## config.mk

```make
export PLATFORM = sky130hd
export DESIGN_NAME = dma_xfer_engine
export DESIGN_NICKNAME = d
export VERILOG_FILES = /design/src/rtl/dma_xfer_pkg.sv /design/src/rtl/dma_xfer_regs.sv /design/src/rtl/dma_beat_sel.sv /design/src/rtl/dma_xfer_ctl.sv /design/src/rtl/dma_xfer_engine.sv
export SDC_FILE = /design/constraint.sdc
export NUM_CORES = 1
export LEC_CHECK = 0
export BUFFER_PORTS_ARGS = -buffer_cell sky130_fd_sc_hd__buf_2
export CORE_UTILIZATION = 42
export CTS_CLUSTER_DIAMETER = 40
export DETAILED_ROUTE_END_ITERATION = 8
export SLEW_MARGIN = 10
export SYNTH_ARGS = -nofsm -noshare
export SYNTH_HDL_FRONTEND = slang
export SYNTH_HIERARCHICAL = 1
export SYNTH_SLANG_ARGS = --single-unit
```

## constraint.sdc

```tcl
create_clock -name clk -period 2.25 [get_ports clk]
set_clock_uncertainty 0.15 [all_clocks]
set_input_delay 0.45 -clock clk [delete_from_list [all_inputs] [get_ports clk]]
set_output_delay 0.45 -clock clk [all_outputs]
set_load 0.05 [all_outputs]
```

## src/rtl/dma_xfer_pkg.sv

```systemverilog
// Package: shared types and constants for the DMA transfer engine.
// Assumes an 8-bit register data path for the opcode values.
package dma_xfer_pkg;

    // Strobe that qualifies one data beat.
    typedef enum logic [1:0] {
        STB_ACK = 2'b00,
        STB_RD  = 2'b01,
        STB_WR  = 2'b10,
        STB_RSV = 2'b11
    } strobe_sel_e;

    // Configuration register layout, bit 3 down to bit 0.
    typedef struct packed {
        logic        ien;
        strobe_sel_e mode;
        logic        cnt_off;
    } cfg_t;

    localparam int CFG_W    = $bits(cfg_t);
    localparam int OP_READ  = 8'h00;
    localparam int OP_WRITE = 8'h01;

endpackage

```

## src/rtl/dma_xfer_regs.sv

```systemverilog
// Register slice: count shadow bytes, configuration, completion flag
// and command decode. Assumes CNT_W is a whole multiple of DATA_W and
// that the top count byte sits at the highest count address.
module dma_xfer_regs
    import dma_xfer_pkg::*;
#(
    parameter int                ADDR_W    = 8,
    parameter int                DATA_W    = 8,
    parameter int                CNT_W     = 32,
    parameter logic [ADDR_W-1:0] CMD_ADDR  = 8'h30,
    parameter logic [ADDR_W-1:0] STAT_ADDR = 8'h31,
    parameter logic [ADDR_W-1:0] CNT_BASE  = 8'h34,
    parameter logic [ADDR_W-1:0] CFG_ADDR  = 8'h38
) (
    input  logic              clk,
    input  logic              rst_n,
    input  logic              reg_wr,
    input  logic [ADDR_W-1:0] reg_addr,
    input  logic [DATA_W-1:0] reg_wdata,
    input  logic              done_set,
    output cfg_t              cfg,
    output logic              done_q,
    output logic              ld_msb,
    output logic [CNT_W-1:0]  ld_value,
    output logic              cmd_wr,
    output logic              cmd_dir
);

    localparam int                NB       = CNT_W / DATA_W;
    localparam int                SH_W     = (NB - 1) * DATA_W;
    localparam logic [ADDR_W-1:0] MSB_ADDR = CNT_BASE + ADDR_W'(NB - 1);

    logic [SH_W-1:0] shadow_q;
    logic            wr_stat;
    logic            wr_cfg;
    logic            wr_cmd;
    logic            op_ok;

    assign wr_stat = reg_wr && (reg_addr == STAT_ADDR);
    assign wr_cfg  = reg_wr && (reg_addr == CFG_ADDR);
    assign wr_cmd  = reg_wr && (reg_addr == CMD_ADDR);
    assign op_ok   = (reg_wdata == DATA_W'(OP_READ)) || (reg_wdata == DATA_W'(OP_WRITE));

    // Capture the lower count bytes into the shadow.
    always_ff @(posedge clk) begin
        if (!rst_n) begin
            shadow_q <= '0;
        end else if (reg_wr) begin
            for (int i = 0; i < NB - 1; i++) begin
                if (reg_addr == CNT_BASE + ADDR_W'(i)) begin
                    shadow_q[i*DATA_W +: DATA_W] <= reg_wdata;
                end
            end
        end
    end

    // Hold the configuration fields.
    always_ff @(posedge clk) begin
        if (!rst_n) begin
            cfg <= '0;
        end else if (wr_cfg) begin
            cfg <= cfg_t'(reg_wdata[CFG_W-1:0]);
        end
    end

    // Sticky completion flag; a set beats a write-one clear.
    always_ff @(posedge clk) begin
        if (!rst_n) begin
            done_q <= 1'b0;
        end else if (done_set) begin
            done_q <= 1'b1;
        end else if (wr_stat && reg_wdata[0]) begin
            done_q <= 1'b0;
        end
    end

    // Top-byte write commits the whole count.
    assign ld_msb   = reg_wr && (reg_addr == MSB_ADDR);
    assign ld_value = {reg_wdata, shadow_q};

    // Valid opcodes only become commands.
    assign cmd_wr  = wr_cmd && op_ok;
    assign cmd_dir = reg_wdata[0];

endmodule

```

## src/rtl/dma_beat_sel.sv

```systemverilog
// Beat qualifier: picks the master strobe named by the mode field.
// The reserved code falls back to the acknowledge strobe.
module dma_beat_sel
    import dma_xfer_pkg::*;
(
    input  strobe_sel_e mode,
    input  logic        stb_ack,
    input  logic        stb_rd,
    input  logic        stb_wr,
    output logic        beat
);

    // Route the selected strobe to the beat line.
    always_comb begin
        unique case (mode)
            STB_RD:  beat = stb_rd;
            STB_WR:  beat = stb_wr;
            default: beat = stb_ack;
        endcase
    end

endmodule

```

## src/rtl/dma_xfer_ctl.sv

```systemverilog
// Transfer controller: working count, busy and direction, and the
// termination decision. Assumes the terminating inputs are synchronous
// to clk; termination lands on the edge that samples the event.
module dma_xfer_ctl #(
    parameter int CNT_W = 32
) (
    input  logic             clk,
    input  logic             rst_n,
    input  logic             cnt_off,
    input  logic             cmd_wr,
    input  logic             cmd_dir,
    input  logic             ld_msb,
    input  logic [CNT_W-1:0] ld_value,
    input  logic             beat,
    input  logic             ext_eot,
    input  logic             short_pkt,
    output logic             busy,
    output logic             dir,
    output logic [CNT_W-1:0] cnt_q,
    output logic             done_set
);

    logic cnt_zero;
    logic cnt_last;
    logic term_now;
    logic zero_start;
    logic do_dec;

    assign cnt_zero = (cnt_q == '0);
    assign cnt_last = (cnt_q == CNT_W'(1));

    // Decide which event, if any, stops the running transfer.
    always_comb begin
        term_now = 1'b0;
        if (busy) begin
            if (ext_eot) begin
                term_now = 1'b1;
            end else if (cnt_off) begin
                term_now = short_pkt;
            end else begin
                term_now = cnt_zero || (beat && cnt_last);
            end
        end
    end

    assign zero_start = !busy && cmd_wr && !cnt_off && cnt_zero;
    assign do_dec     = busy && !cnt_off && beat && !cnt_zero;
    assign done_set   = term_now || zero_start;

    // Working count: a load wins over a beat.
    always_ff @(posedge clk) begin
        if (!rst_n) begin
            cnt_q <= '0;
        end else if (ld_msb) begin
            cnt_q <= ld_value;
        end else if (do_dec) begin
            cnt_q <= cnt_q - CNT_W'(1);
        end
    end

    // Busy and direction: start on an accepted command, stop on termination.
    always_ff @(posedge clk) begin
        if (!rst_n) begin
            busy <= 1'b0;
            dir  <= 1'b0;
        end else if (busy) begin
            if (term_now) begin
                busy <= 1'b0;
            end
        end else if (cmd_wr) begin
            dir  <= cmd_dir;
            busy <= !zero_start;
        end
    end

endmodule

```

## src/rtl/dma_xfer_engine.sv

```systemverilog
// Top: DMA transfer length and termination engine. Joins the register
// slice, the beat qualifier and the controller, and forms readback and
// interrupt. Readback is combinational from the address.
module dma_xfer_engine
    import dma_xfer_pkg::*;
#(
    parameter int                ADDR_W    = 8,
    parameter int                DATA_W    = 8,
    parameter int                CNT_W     = 32,
    parameter logic [ADDR_W-1:0] CMD_ADDR  = 8'h30,
    parameter logic [ADDR_W-1:0] STAT_ADDR = 8'h31,
    parameter logic [ADDR_W-1:0] CNT_BASE  = 8'h34,
    parameter logic [ADDR_W-1:0] CFG_ADDR  = 8'h38
) (
    input  logic              clk,
    input  logic              rst_n,
    input  logic              reg_wr,
    input  logic [ADDR_W-1:0] reg_addr,
    input  logic [DATA_W-1:0] reg_wdata,
    output logic [DATA_W-1:0] reg_rdata,
    input  logic              stb_ack,
    input  logic              stb_rd,
    input  logic              stb_wr,
    input  logic              ext_eot,
    input  logic              short_pkt,
    output logic              busy,
    output logic              xfer_dir,
    output logic              irq
);

    localparam int NB = CNT_W / DATA_W;

    cfg_t             cfg;
    logic             done_q;
    logic             done_set;
    logic             ld_msb;
    logic [CNT_W-1:0] ld_value;
    logic             cmd_wr;
    logic             cmd_dir;
    logic             beat;
    logic [CNT_W-1:0] cnt_q;

    dma_xfer_regs #(
        .ADDR_W(ADDR_W), .DATA_W(DATA_W), .CNT_W(CNT_W),
        .CMD_ADDR(CMD_ADDR), .STAT_ADDR(STAT_ADDR),
        .CNT_BASE(CNT_BASE), .CFG_ADDR(CFG_ADDR)
    ) u_regs (
        .clk(clk), .rst_n(rst_n),
        .reg_wr(reg_wr), .reg_addr(reg_addr), .reg_wdata(reg_wdata),
        .done_set(done_set),
        .cfg(cfg), .done_q(done_q),
        .ld_msb(ld_msb), .ld_value(ld_value),
        .cmd_wr(cmd_wr), .cmd_dir(cmd_dir)
    );

    dma_beat_sel u_sel (
        .mode(cfg.mode),
        .stb_ack(stb_ack), .stb_rd(stb_rd), .stb_wr(stb_wr),
        .beat(beat)
    );

    dma_xfer_ctl #(.CNT_W(CNT_W)) u_ctl (
        .clk(clk), .rst_n(rst_n),
        .cnt_off(cfg.cnt_off),
        .cmd_wr(cmd_wr), .cmd_dir(cmd_dir),
        .ld_msb(ld_msb), .ld_value(ld_value),
        .beat(beat), .ext_eot(ext_eot), .short_pkt(short_pkt),
        .busy(busy), .dir(xfer_dir), .cnt_q(cnt_q),
        .done_set(done_set)
    );

    // Gate the completion flag with its enable.
    assign irq = done_q && cfg.ien;

    // Readback multiplexer over the register addresses.
    always_comb begin
        reg_rdata = '0;
        if (reg_addr == CMD_ADDR) begin
            reg_rdata = DATA_W'(xfer_dir);
        end else if (reg_addr == STAT_ADDR) begin
            reg_rdata = DATA_W'(done_q);
        end else if (reg_addr == CFG_ADDR) begin
            reg_rdata = DATA_W'(cfg);
        end else begin
            for (int i = 0; i < NB; i++) begin
                if (reg_addr == CNT_BASE + ADDR_W'(i)) begin
                    reg_rdata = cnt_q[i*DATA_W +: DATA_W];
                end
            end
        end
    end

endmodule

```

Word-level counts from Yosys, hierarchy flattened
Index checks and enable logic that the tools add are counted.

Add/sub/neg operators: 1. Equality and inequality tests: 11. Multiplexer cells: 18. Bitwise logic cells: 1. Reductions and logical operators: 29.

Operator list (number): $mux 32 (2); $eq 8x6->1 const B (7); $mux 8 (7); $eq 32x1->1 const B (1); $logic_not 32->1 (1); $sub 32x1->32 const B (1); $logic_and 1x1->1 (14); $eq 8x1->1 const B (1); $logic_not 8->1 (1); $mux 1 (8); $reduce_and 2->1 (4); $logic_not 1->1 (4); $reduce_bool 2->1 (2); $logic_or 1x1->1 (3); $eq 2x1->1 const B (1); $eq 2x2->1 const B (1); $pmux 1 s2 (1); $not 1->1 (1).

Flip-flop bits (word level): 63. Logic and storage cells: 70.

Depth between registers and ports, before layout
Gate-level depths: netlist of the first run.

Depth after elaboration: 9. Mapped depth: 10. Gate-level depth less buffers: 10.

Modules after synthesis
The synthesis of the first run kept the hierarchy.

By module, submodules not included: dma_xfer_ctl (times used 1, cells an instance 245, area an instance 2014.4 um^2); dma_xfer_regs (times used 1, cells an instance 128, area an instance 1261.2 um^2); dma_xfer_engine (times used 1, cells an instance 40, area an instance 369.1 um^2); dma_beat_sel (times used 1, cells an instance 7, area an instance 48.8 um^2).

Worst setup path after synthesis of the first run
No wires, ideal clock.

Kind: input to output. From: input port reg_addr[6]. To: output port reg_rdata[0]. Arrival: 2.283 ns. Slack: -0.633 ns. Cell stages on the path: 4. Path buffers: 1. Cells stage by stage: nand4bb_1 or3b_1 buf_2 o21ai_0.

Word-level cells in the longest chain between the ends: 8.

Ends and longest elaborated chain: from (decl) (line dma_xfer_engine.sv:18) `input logic [ADDR_W-1:0] reg_addr,`; $eq 8x6->1 (line dma_xfer_engine.sv:86) `if (reg_addr == CNT_BASE + ADDR_W'(i)) begin`; $mux 8 (4 in a row) (line dma_xfer_engine.sv:86); $mux 8 (line dma_xfer_engine.sv:82) `end else if (reg_addr == CFG_ADDR) begin`; $mux 8 (line dma_xfer_engine.sv:80) `end else if (reg_addr == STAT_ADDR) begin`; $mux 8 (*) (line dma_xfer_engine.sv:78) `if (reg_addr == CMD_ADDR) begin`; to (decl) (line dma_xfer_engine.sv:20) `output logic [DATA_W-1:0] reg_rdata,`.

Every way passes the cells marked *; elsewhere a longest branch is shown, timed or not.

Final worst setup path of the first run
From: register u_ctl.cnt_q[4]. To: register u_ctl.cnt_q[11].

Word-level cells in the longest chain between the ends: 4.

Ends and longest elaborated chain: from (decl) (line dma_xfer_ctl.sv:19) `output logic [CNT_W-1:0] cnt_q,`; from (signal assigned) (line dma_xfer_ctl.sv:55) `cnt_q <= ld_value;`; from (signal assigned) (line dma_xfer_ctl.sv:57) `cnt_q <= cnt_q - CNT_W'(1);`; parallel branches: the longest is 4 deep, another holds $sub 32x1->32.

Parallel ways; which one is timed is not known. The select of a mux whose other input is x is not followed. A chain may end at the register's enable or synchronous reset.

==> run_results.csv, run 1 <==
group,metric,value,unit
synth,synth_mux_area_share,13.2,%
synth,yosysSeqAreaShare,34.1,%
timing,grt_setup_unrepaired,"yes",
timing,slew_violations,0,
synth,synth_fa_ha_area_share,1.36,%
global_routing,grt_pass1_wl,18.0,mm
routing,dr.pass1.iters,5,
cts,insertion_delay,350,ps
synth,synth-edff-count,0,
cells_and_area,n_fill_cell,700,
timing,fin_ws,-146,ps
synth,synth_top_area_cell,"dfxtp_1",
floorplan,coreArea,8380,um^2
synth,synth_compound_area_share,13.5,%
global_routing,grtUsageTotal,26.6,%
global_routing,overflow,0,
floorplan,io-pin-count,35,
floorplan,die_w,95.8,um
routing,final_antenna_net_count,0,
timing,fin_setup_tns,-898,ps
cts,ctsRootBufferMaster,"clkbuf_8",
cells_and_area,final_nets,556,
placement,place.gp.congestion,0.959,
min_path,min_to,"u_regs/shadow_q[5]",
cells_and_area,final_area,5350,um^2
setup_path,reg2reg_depth,7,
cts,cts_sinks,63,
timing,fin_crit,2400,ps
routing,wl_met3,887,um
floorplan,rows,33,
cts,htreeDepth,3,
min_path,hold_path.class,"input pin to flop",
cells_and_area,diodes,0,
cts,clkSlewWorstSetupHoldPaths,80,ps
cts,max-clock-path-buffers,2,
routing,drc,0,
routing,top_layer,"met4",
setup_path,cp_max_fo,4,
synth,syn-num-nets,448,
synth,async_reset_ff_share,0,%
placement,portBuffers,34,
synth,synth_top_family_by_area,"simple AND/OR/NAND/NOR gates",
synth,ys_types,66,
setup_path,slowest_stage,"or4_4",
synth,synth_common_cells,"dfxtp_1 (63), nand2_1 (55), o21ai_0 (38), mux2i_1 (32), a21oi_1 (24)",
synth,synthTopCellsByArea,"dfxtp_1 (34%), mux2i_1 (8.7%), nand2_1 (5.6%), o21ai_0 (5.1%), xnor2_1 (5.0%)",
routing,dr.first_iter.drc_count,271,
floorplan,die-area,9170,um^2
power,vdd.ir_drop.worst,0.000313,V
synth,yosysMostFrequentCell,"dfxtp_1",
timing,setup_viol,22,
cells_and_area,seqCellArea,1270,um^2
placement,placedInstanceArea,4450,um^2
power,powerDensity,483,nW/um^2
setup_path,arrival,2490,ps
setup_path,crit_top_cell,"or4_4",
cts,numCtsBuffers,9,
synth,post_synth.cell_area_avg,8.79,um^2
status,outcome,"finished, violations left",
floorplan,chipHeight,95.8,um
setup_path,start_kind,"flop",
routing,met1_length,5.42,mm
job,drv_cap,0,
synth,yosysWarnings,6,
timing,post-route-period-util,106,%
cells_and_area,syn_to_final_growth,45.0,%
routing,routed-wl-met2,5.65,mm
global_routing,grt_pass1_vias,3403,
setup_path,path_cells,"or4_4 > buf_4 > or4_4 > nor4_4 > nand2_1 > xnor2_2 > o21ba_2",
synth,syn_inst,420,
routing,avgRoutedWirePerCell,19.2,um
synth,ys.flop_type,"dfxtp_1",
timing,max_slew_margin,68.6,%
setup_path,rr_startpoint,"u_ctl/cnt_q[4]",
setup_path,cp_data_required_time,2350,ps
floorplan,start_util,44.1,%
cts,hold_buffers,0,
routing,vias,3676,
global_routing,antenna_found_initial,0,
timing,fin_hold_ws,291,ps
routing,drt-total-wl,12.2,mm
cells_and_area,layout-drive-gt1-share,43.5,%
cells_and_area,utilization,63.9,%
routing,vias_per_cell,5.76,
setup_path,crit_path_end_kind,"flop",
cells_and_area,multiInputGateArea,2620,um^2
synth,synth_xor_area_share,5.93,%
status,failed_checks,"negative setup slack",
placement,dp_hpwl,8.48,mm
timing,hold_violations,0,
timing,tightest_slew,466,ps
setup_path,critical_path.max_stage_delay,550,ps
setup_path,crit_start,"u_ctl/cnt_q[4]",
synth,ys_ff_latch,63,
setup_path,r2r_setup_slack,-150,ps
power,p_leak,0.00210,uW
timing,max_freq,0.417,GHz
setup_path,r2r-end,"u_ctl/cnt_q[11]",
setup_path,path_class,"flop to flop",
cts,tritoncts,"yes",
min_path,hold_depth,3,
synth,yosys.area.top_type_share,34.1,%
synth,syn_area,3690,um^2
global_routing,grt_max_degree,73,
min_path,hold_start,"reg_wdata[5]",
synth,synth-simple-area-share,24.5,%
==> cell type report <==
type | count | area share, %
Clock buffer | 10 | 2.57
Clock inverter | 6 | 2.01
Inverter | 10 | 0.701
Multi-Input combinational cell | 313 | 48.9
Sequential cell | 63 | 23.7
Tap cell | 105 | 2.45
Timing Repair Buffer | 131 | 19.6
==> worst max path at each step <==
stage | cells past startpoint | endpoint | slack [ps]
6_report | 7 | u_ctl/cnt_q[11] | -150
5_1_grt | 9 | u_regs/done_q | -240
4_1_cts | 8 | u_regs/done_q | -100
3_5_place_dp | 6 | reg_rdata[1] | -100
3_3_place_gp | 8 | u_regs/done_q | -120
2_1_floorplan | 4 | reg_rdata[0] | -230
==> cell families (layout without fill, tap and decap cells) <==
logic type / Yosys count / in the layout
AO/OA/AOI/OAI: 86 / 86
XOR/XNOR: 25 / 25
adder cells (fa/ha/maj): 4 / 4
buffers and inverters: 44 / 157
flip-flops: 63 / 63
multiplexers: 40 / 40
AND/OR/NAND/NOR: 158 / 158
==> where the power goes <==
part | leakage, uW | internal, uW | switching [uW] | total (uW)
Sequential | 0.000510 | 1120 | 1.48 | 1120
Combinational | 0.00147 | 103 | 132 | 235
Clock | 0.000122 | 762 | 470 | 1230
==> state kept, by name, indices dropped and copies added, names as in the netlist <==
| register | count |
|---|---|
| u_regs/cfg | 4 |
| u_ctl/dir | 1 |
| u_ctl/cnt_q | 32 |
| u_regs/shadow_q | 24 |
| u_ctl/busy | 1 |
| u_regs/done_q | 1 |
==> layout by cell type (no fill, tap or decap), types with 8 or more instances in the layout <==
cell type	netlist	final
dfxtp_1	63	57
xnor2_1	21	17
mux2i_1	32	30
buf_4	9	82
o21ai_0	38	34
nor3_1	17	8
clkbuf_8	3	10
nor4_2	1	8
nor3_4	2	8
nor2_1	13	10
a21oi_1	24	24
buf_6	3	20
buf_2	5	24
nand2_1	55	53
==> per-layer routing <==
layer	up-vias	GRT usage, %
met5	-	0
met4	0	6.59
met3	23	5.13
met2	152	41.5
met1	1764	37.7
li1	1737	-
==> per-stage QoR <==
step / std cells / worst slack [ps] / total power, uW
finish: 638 / -146 / 2590
global route: 638 / -238 / 2660
CTS: 632 / -100 / 2580
detailed placement: 610 / -105 / 1340
global placement: 610 / -119 / 1340
floorplan: 420 / -230 / 1250
==> timing repair <==
item | CTS | global route
setup endpoints to repair | 22 | 41
gates cloned | 0 | 1
pin swaps | 26 | 36
buffers inserted | 6 | 5
gates resized for setup | 55 | 71
==> critical path, delay by kind of cell (launching register included) <==
kind | cells | cell delay, ps
compound gates | 1 | 200
buf+inv | 1 | 170
simple gates | 4 | 1290
flops | 1 | 320
xor+xnor | 1 | 160
(Power assumes the default switching activity.)
==> run 2: changes to the inputs <==
- BUFFER_PORTS_ARGS: -buffer_cell sky130_fd_sc_hd__buf_2 -> -buffer_cell sky130_fd_sc_hd__buf_4
==> run 2 against run 1 <==
  * The flow still finishes with violations (negative setup slack)
  * Design area fell by 4.8%
  * Worst setup slack gained 51 ps
  * Global-route usage up 0.52 points
  * Via count decreased by 2.8%
  * Non-clock buffer count down 17
  * Register-to-register slack improved by 50 ps
  * Clock power is 17% lower
  * Hold slack worse by 26 ps
  * Die area is the same
  * Critical path depth up 1
  * Critical endpoint is now u_ctl/cnt_q[7]
  * Highest routed layer unchanged
==> run_results.csv, run 2 (synthesis gave the netlist of run 1 again) <==
group,metric,value,unit
power,p_int,1780,uW
placement,portBuffers,34,
cells_and_area,layout-drive-gt1-share,38.6,%
timing,fin_crit,2340,ps
cells_and_area,final_nets,539,
power,pwr-share-seq,47.4,%
routing,drc,0,
placement,placedInstanceArea,4410,um^2
setup_path,reg2reg_depth,8,
power,p_leak,0.00201,uW
setup_path,path_class,"flop to flop",
global_routing,grt_max_degree,50,
cells_and_area,reg_top3,"u_ctl/cnt_q (32), u_regs/shadow_q (24), u_regs/cfg (4)",
timing,slew_violations,0,
setup_path,arrival,2420,ps
placement,place.gp.congestion,0.892,
global_routing,grt_pass1_wl,18.0,mm
power,powerDensity,463,nW/um^2
power,clock_power_share,43.1,%
min_path,hold_depth,3,
power,vdd.ir_drop.worst,0.000299,V
floorplan,die_w,95.8,um
timing,hold_violations,0,
cells_and_area,top_register,"u_ctl/cnt_q",
cts,tritoncts,"yes",
timing,post-route-period-util,104,%
cells_and_area,diodes,0,
routing,dr.pass1.iters,5,
job,drv_cap,0,
routing,avgRoutedWirePerCell,19.5,um
cells_and_area,final_common_cell,"buf_4",
status,failed_checks,"negative setup slack",
routing,vias,3574,
timing,max_freq,0.426,GHz
setup_path,cp_data_required_time,2330,ps
floorplan,rows,33,
routing,final_antenna_net_count,0,
cts,insertion_delay,340,ps
cells_and_area,final_area,5100,um^2
setup_path,crit_path_end_kind,"flop",
timing,fin_ws,-94.9,ps
global_routing,overflow,0,
floorplan,io-pin-count,35,
cells_and_area,syn_to_final_growth,38.0,%
timing,max_slew_margin,69.4,%
power,fin_total_pwr,2360,uW
timing,grt_setup_unrepaired,"yes",
global_routing,grtUsageTotal,27.1,%
setup_path,rr_startpoint,"u_ctl/cnt_q[3]",
floorplan,chipHeight,95.8,um
routing,vias_per_cell,5.76,
status,outcome,"finished, violations left",
setup_path,start_kind,"flop",
floorplan,start_util,44.1,%
setup_path,r2r_setup_slack,-90,ps
cts,max-clock-path-buffers,2,
timing,fin_hold_ws,265,ps
floorplan,coreArea,8380,um^2
cts,htreeDepth,3,
cells_and_area,utilization,60.8,%
cells_and_area,layout_common_cells,"buf_4 (91), dfxtp_1 (58), nand2_1 (51)",
routing,drt-total-wl,12.1,mm
power,sw_frac_of_total,24.4,%
min_path,min_to,"u_ctl/cnt_q[27]",
global_routing,grt_pass1_vias,3295,
global_routing,antenna_found_initial,0,
power,switchingPower,576,uW
setup_path,cp_max_fo,8,
power,combPwrFrac,9.5,%
floorplan,die-area,9170,um^2
cells_and_area,largest_reg_flops,32,
cts,cts_sinks,63,
cts,clkSlewWorstSetupHoldPaths,70,ps
min_path,hold_path.class,"input pin to flop",
timing,setup_viol,19,
cts,numCtsBuffers,9,
timing,tightest_slew,455,ps
setup_path,r2r-end,"u_ctl/cnt_q[7]",
placement,dp_hpwl,8.65,mm
routing,dr.first_iter.drc_count,309,
min_path,hold_start,"reg_wdata[3]",
cts,ctsRootBufferMaster,"clkbuf_8",
[run 2: stage by stage]
| step | setup TNS (ps) | std cells | setup WS [ps] |
|---|---|---|---|
| after floorplan | -1520 | 420 | -230 |
| after global placement | -115 | 594 | -26.2 |
| after detailed placement | -350 | 594 | -45.5 |
| after CTS | -112 | 614 | -46.5 |
| after global routing | -2020 | 620 | -134 |
| final | -564 | 620 | -94.9 |
[run 2: worst max path at each step]
stage / start / to / slack (ps) / cells past startpoint
6_report: u_ctl/cnt_q[3] / u_ctl/cnt_q[7] / -90 / 8
5_1_grt: u_ctl/cnt_q[3] / u_regs/done_q / -130 / 9
4_1_cts: u_ctl/cnt_q[5] / u_regs/done_q / -50 / 9
3_5_place_dp: reg_addr[6] / reg_rdata[1] / -50 / 6
3_3_place_gp: u_ctl/cnt_q[16] / u_ctl/cnt_q[29] / -30 / 6
2_1_floorplan: reg_addr[6] / reg_rdata[0] / -230 / 4
[run 2: power by group through the flow]
stage | logic (uW) | clock network (uW) | registers, uW
CTS | 199 | 1040 | 1120
global route | 236 | 1110 | 1120
finish | 223 | 1020 | 1120
global placement | 192 | 0 | 1140
floorplan | 102 | 0 | 1140
detailed placement | 193 | 0 | 1140
[run 2: per-layer routing]
metal	wire, um	GRT usage, %	vias to the layer above
met5	0	0	-
met4	321	10.9	0
met3	616	4.98	27
met2	5520	39.5	109
met1	5650	39.2	1743
li1	-	-	1695
[run 2: worst max-delay path, stage by stage (launching register included)]
cell and delay (ps):
dfxtp_2 320, or4_4 580, nor3_4 150, buf_4 180, and4_4 290, clkbuf_16 180
nor3_1 80, xnor2_1 200, a21oi_1 90
[run 2: timing repair]
action                     in CTS  in global routing
pin swaps                       6                 25
resized for setup              24                 62
setup endpoints to repair      18                 39
gates cloned                    0                  1
hold buffers                    0                  0
setup buffers                   5                  5
[run 2: area by class of cell]
cell class | instances | area, um^2
fillers | 751 | 3290
multi-input cells | 313 | 2480
flip-flops and latches | 63 | 1270
repair buffers | 114 | 986
clock buffers | 12 | 155
well taps | 105 | 131
clock inverters | 3 | 42.5
inverters | 10 | 37.5
==> run 3: changes to the inputs <==
- CORE_UTILIZATION: 42 -> 54
- PLACE_DENSITY: default -> 0.77
==> run 3 against run 2 <==
  * The flow still finishes with violations (negative setup slack)
  * Critical path depth unchanged
  * Die area decreased by 22%
  * Cell count decreased by 4.5%
  * Design area about the same
  * Power increased by 1.9%
  * Register-to-register slack got worse by 160 ps
  * Non-clock buffer count decreased by 1
  * Clock power increased by 4%
  * Utilization increased by 18 points
  * Sequential power about the same
  * Hold slack got worse by 16 ps
  * Global-route usage increased by 6.1 points
  * Critical path type unchanged
  * Largest cell class unchanged
==> run_results.csv, run 3 (synthesis gave the netlist of run 1 again) <==
group,metric,value,unit
timing,slew_violations,0,
floorplan,die-area,7170,um^2
cts,clkSlewWorstSetupHoldPaths,90,ps
cells_and_area,syn_to_final_growth,37.9,%
timing,fin_ws,-253,ps
power,p_int,1740,uW
placement,dp_slack,-200,ps
timing,setup_viol,32,
routing,vias_per_cell,6.76,
setup_path,crit_family,"simple AND/OR/NAND/NOR gates",
setup_path,slowest_stage,"or4_4",
floorplan,start_util,57.2,%
cells_and_area,top_register,"u_ctl/cnt_q",
cells_and_area,seqCellArea,1270,um^2
floorplan,chipHeight,84.7,um
timing,post-route-period-util,111,%
timing,grt_setup_unrepaired,"yes",
cells_and_area,diodes,0,
power,clock_power_share,44.2,%
cells_and_area,layout_common_cells,"buf_4 (92), dfxtp_1 (58), nand2_1 (54)",
setup_path,rr_startpoint,"u_ctl/cnt_q[3]",
min_path,hold_path.class,"input pin to flop",
cts,ctsRootBufferMaster,"clkbuf_8",
placement,place.gp.congestion,0.949,
timing,fin_setup_tns,-3880,ps
setup_path,path_class,"flop to flop",
cells_and_area,largest_reg_flops,32,
global_routing,grt_pass1_vias,3484,
placement,dp_cells,561,
floorplan,die_w,84.7,um
cts,tritoncts,"yes",
cells_and_area,reg_top3,"u_ctl/cnt_q (32), u_regs/shadow_q (24), u_regs/cfg (4)",
cells_and_area,layout-drive-gt1-share,39.0,%
power,p_leak,0.00200,uW
floorplan,coreArea,6460,um^2
floorplan,rows,29,
setup_path,crit_path_end_kind,"flop",
setup_path,reg2reg_depth,8,
global_routing,grt_pass1_wl,18.2,mm
timing,max_slew_margin,64.0,%
setup_path,path_cells,"or4_4 > nor3_4 > buf_4 > nand4_1 > buf_4 > nand4_1 > xor2_2 > a21oi_1",
status,outcome,"finished, violations left",
cts,htreeDepth,3,
global_routing,overflow,0,
setup_path,r2r-end,"u_ctl/cnt_q[12]",
placement,portBuffers,34,
job,drv_cap,0,
power,pwr-share-seq,46.5,%
status,failed_checks,"negative setup slack",
min_path,min_to,"u_ctl/cnt_q[25]",
setup_path,path_buf_inv,2,
setup_path,cp_data_required_time,2340,ps
cts,hold_buffers,0,
setup_path,r2r_setup_slack,-250,ps
timing,max_freq,0.400,GHz
timing,tightest_slew,534,ps
routing,avgRoutedWirePerCell,21.9,um
cells_and_area,n_fill_cell,411,
power,fin_total_pwr,2400,uW
min_path,hold_depth,3,
cells_and_area,stdcell_count,592,
global_routing,antenna_found_initial,0,
routing,drt-total-wl,12.9,mm
power,powerDensity,472,nW/um^2
cells_and_area,final_common_cell,"buf_4",
cts,max-clock-path-buffers,2,
cells_and_area,multiInputGateArea,2550,um^2
routing,drc,0,
power,vdd.ir_drop.worst,0.000435,V
cells_and_area,final_nets,538,
setup_path,cp_max_fo,7,
cts,cts_sinks,63,
power,sw_frac_of_total,27.7,%
power,combPwrFrac,9.3,%
power,switchingPower,665,uW
timing,hold_violations,0,
global_routing,grtUsageTotal,33.2,%
routing,dr.first_iter.drc_count,556,
global_routing,grt_max_degree,64,
timing,fin_crit,2500,ps
placement,dp_hpwl,8.30,mm
cells_and_area,utilization,78.9,%
setup_path,start_kind,"flop",
setup_path,arrival,2590,ps
routing,dr.pass1.iters,9,
cts,insertion_delay,350,ps
floorplan,io-pin-count,35,
setup_path,critical_path.max_stage_delay,580,ps
min_path,hold_start,"reg_wdata[1]",
cts,numCtsBuffers,9,
routing,vias,4004,
routing,final_antenna_net_count,0,
-- run 3: layout make-up --
type                            count  share of cell area, %
Clock buffer                        9                   2.43
Inverter                           10                  0.737
Sequential cell                    63                   24.9
Clock inverter                      7                   1.57
Tap cell                           77                   1.89
Multi-Input combinational cell    313                   50.0
Timing Repair Buffer              113                   18.5
-- run 3: power by group through the flow --
| stage | clock network [uW] | logic (uW) | registers (uW) |
|---|---|---|---|
| 2_1_floorplan | 0 | 102 | 1140 |
| 3_3_place_gp | 0 | 182 | 1140 |
| 3_5_place_dp | 0 | 185 | 1140 |
| 4_1_cts | 1050 | 198 | 1120 |
| 5_1_grt | 1100 | 234 | 1120 |
| 6_report | 1060 | 224 | 1120 |
-- run 3: metrics by stage --
step / area, um^2 / hold slack (ps)
floorplan: 3720 / 281
global placement: 4330 / 290
detailed placement: 4330 / 299
CTS: 4750 / 241
global route: 5090 / 241
finish: 5090 / 249
-- run 3: metal layers --
layer	routed length, um	global-route usage, %
met5	0	0
met4	587	11.7
met3	1400	5.90
met2	5900	50.6
met1	5050	47.5
-- run 3: repair_timing --
item,4_1_cts,5_1_grt
setup endpoints to repair,31,41
pin swaps,16,40
cloned,0,2
gates resized for setup,38,56
setup buffers,5,8
-- run 3: tightest hold or removal path, delay by kind of cell --
kind	cells	cell delay, ps
buffers and inverters	1	100
AOI/OAI and AO/OA	2	160
-- run 3: worst max-delay path by stage --
stage	endpoint	start	depth (start not counted)	slack (ps)
final	u_ctl/cnt_q[12]	u_ctl/cnt_q[3]	8	-250
after global routing	u_regs/done_q	u_ctl/cnt_q[3]	8	-250
after CTS	u_ctl/cnt_q[28]	u_ctl/cnt_q[3]	6	-100
after detailed placement	u_ctl/cnt_q[24]	u_ctl/cnt_q[5]	7	-200
after global placement	u_ctl/cnt_q[24]	u_ctl/cnt_q[5]	7	-180
after floorplan	reg_rdata[0]	reg_addr[6]	4	-230
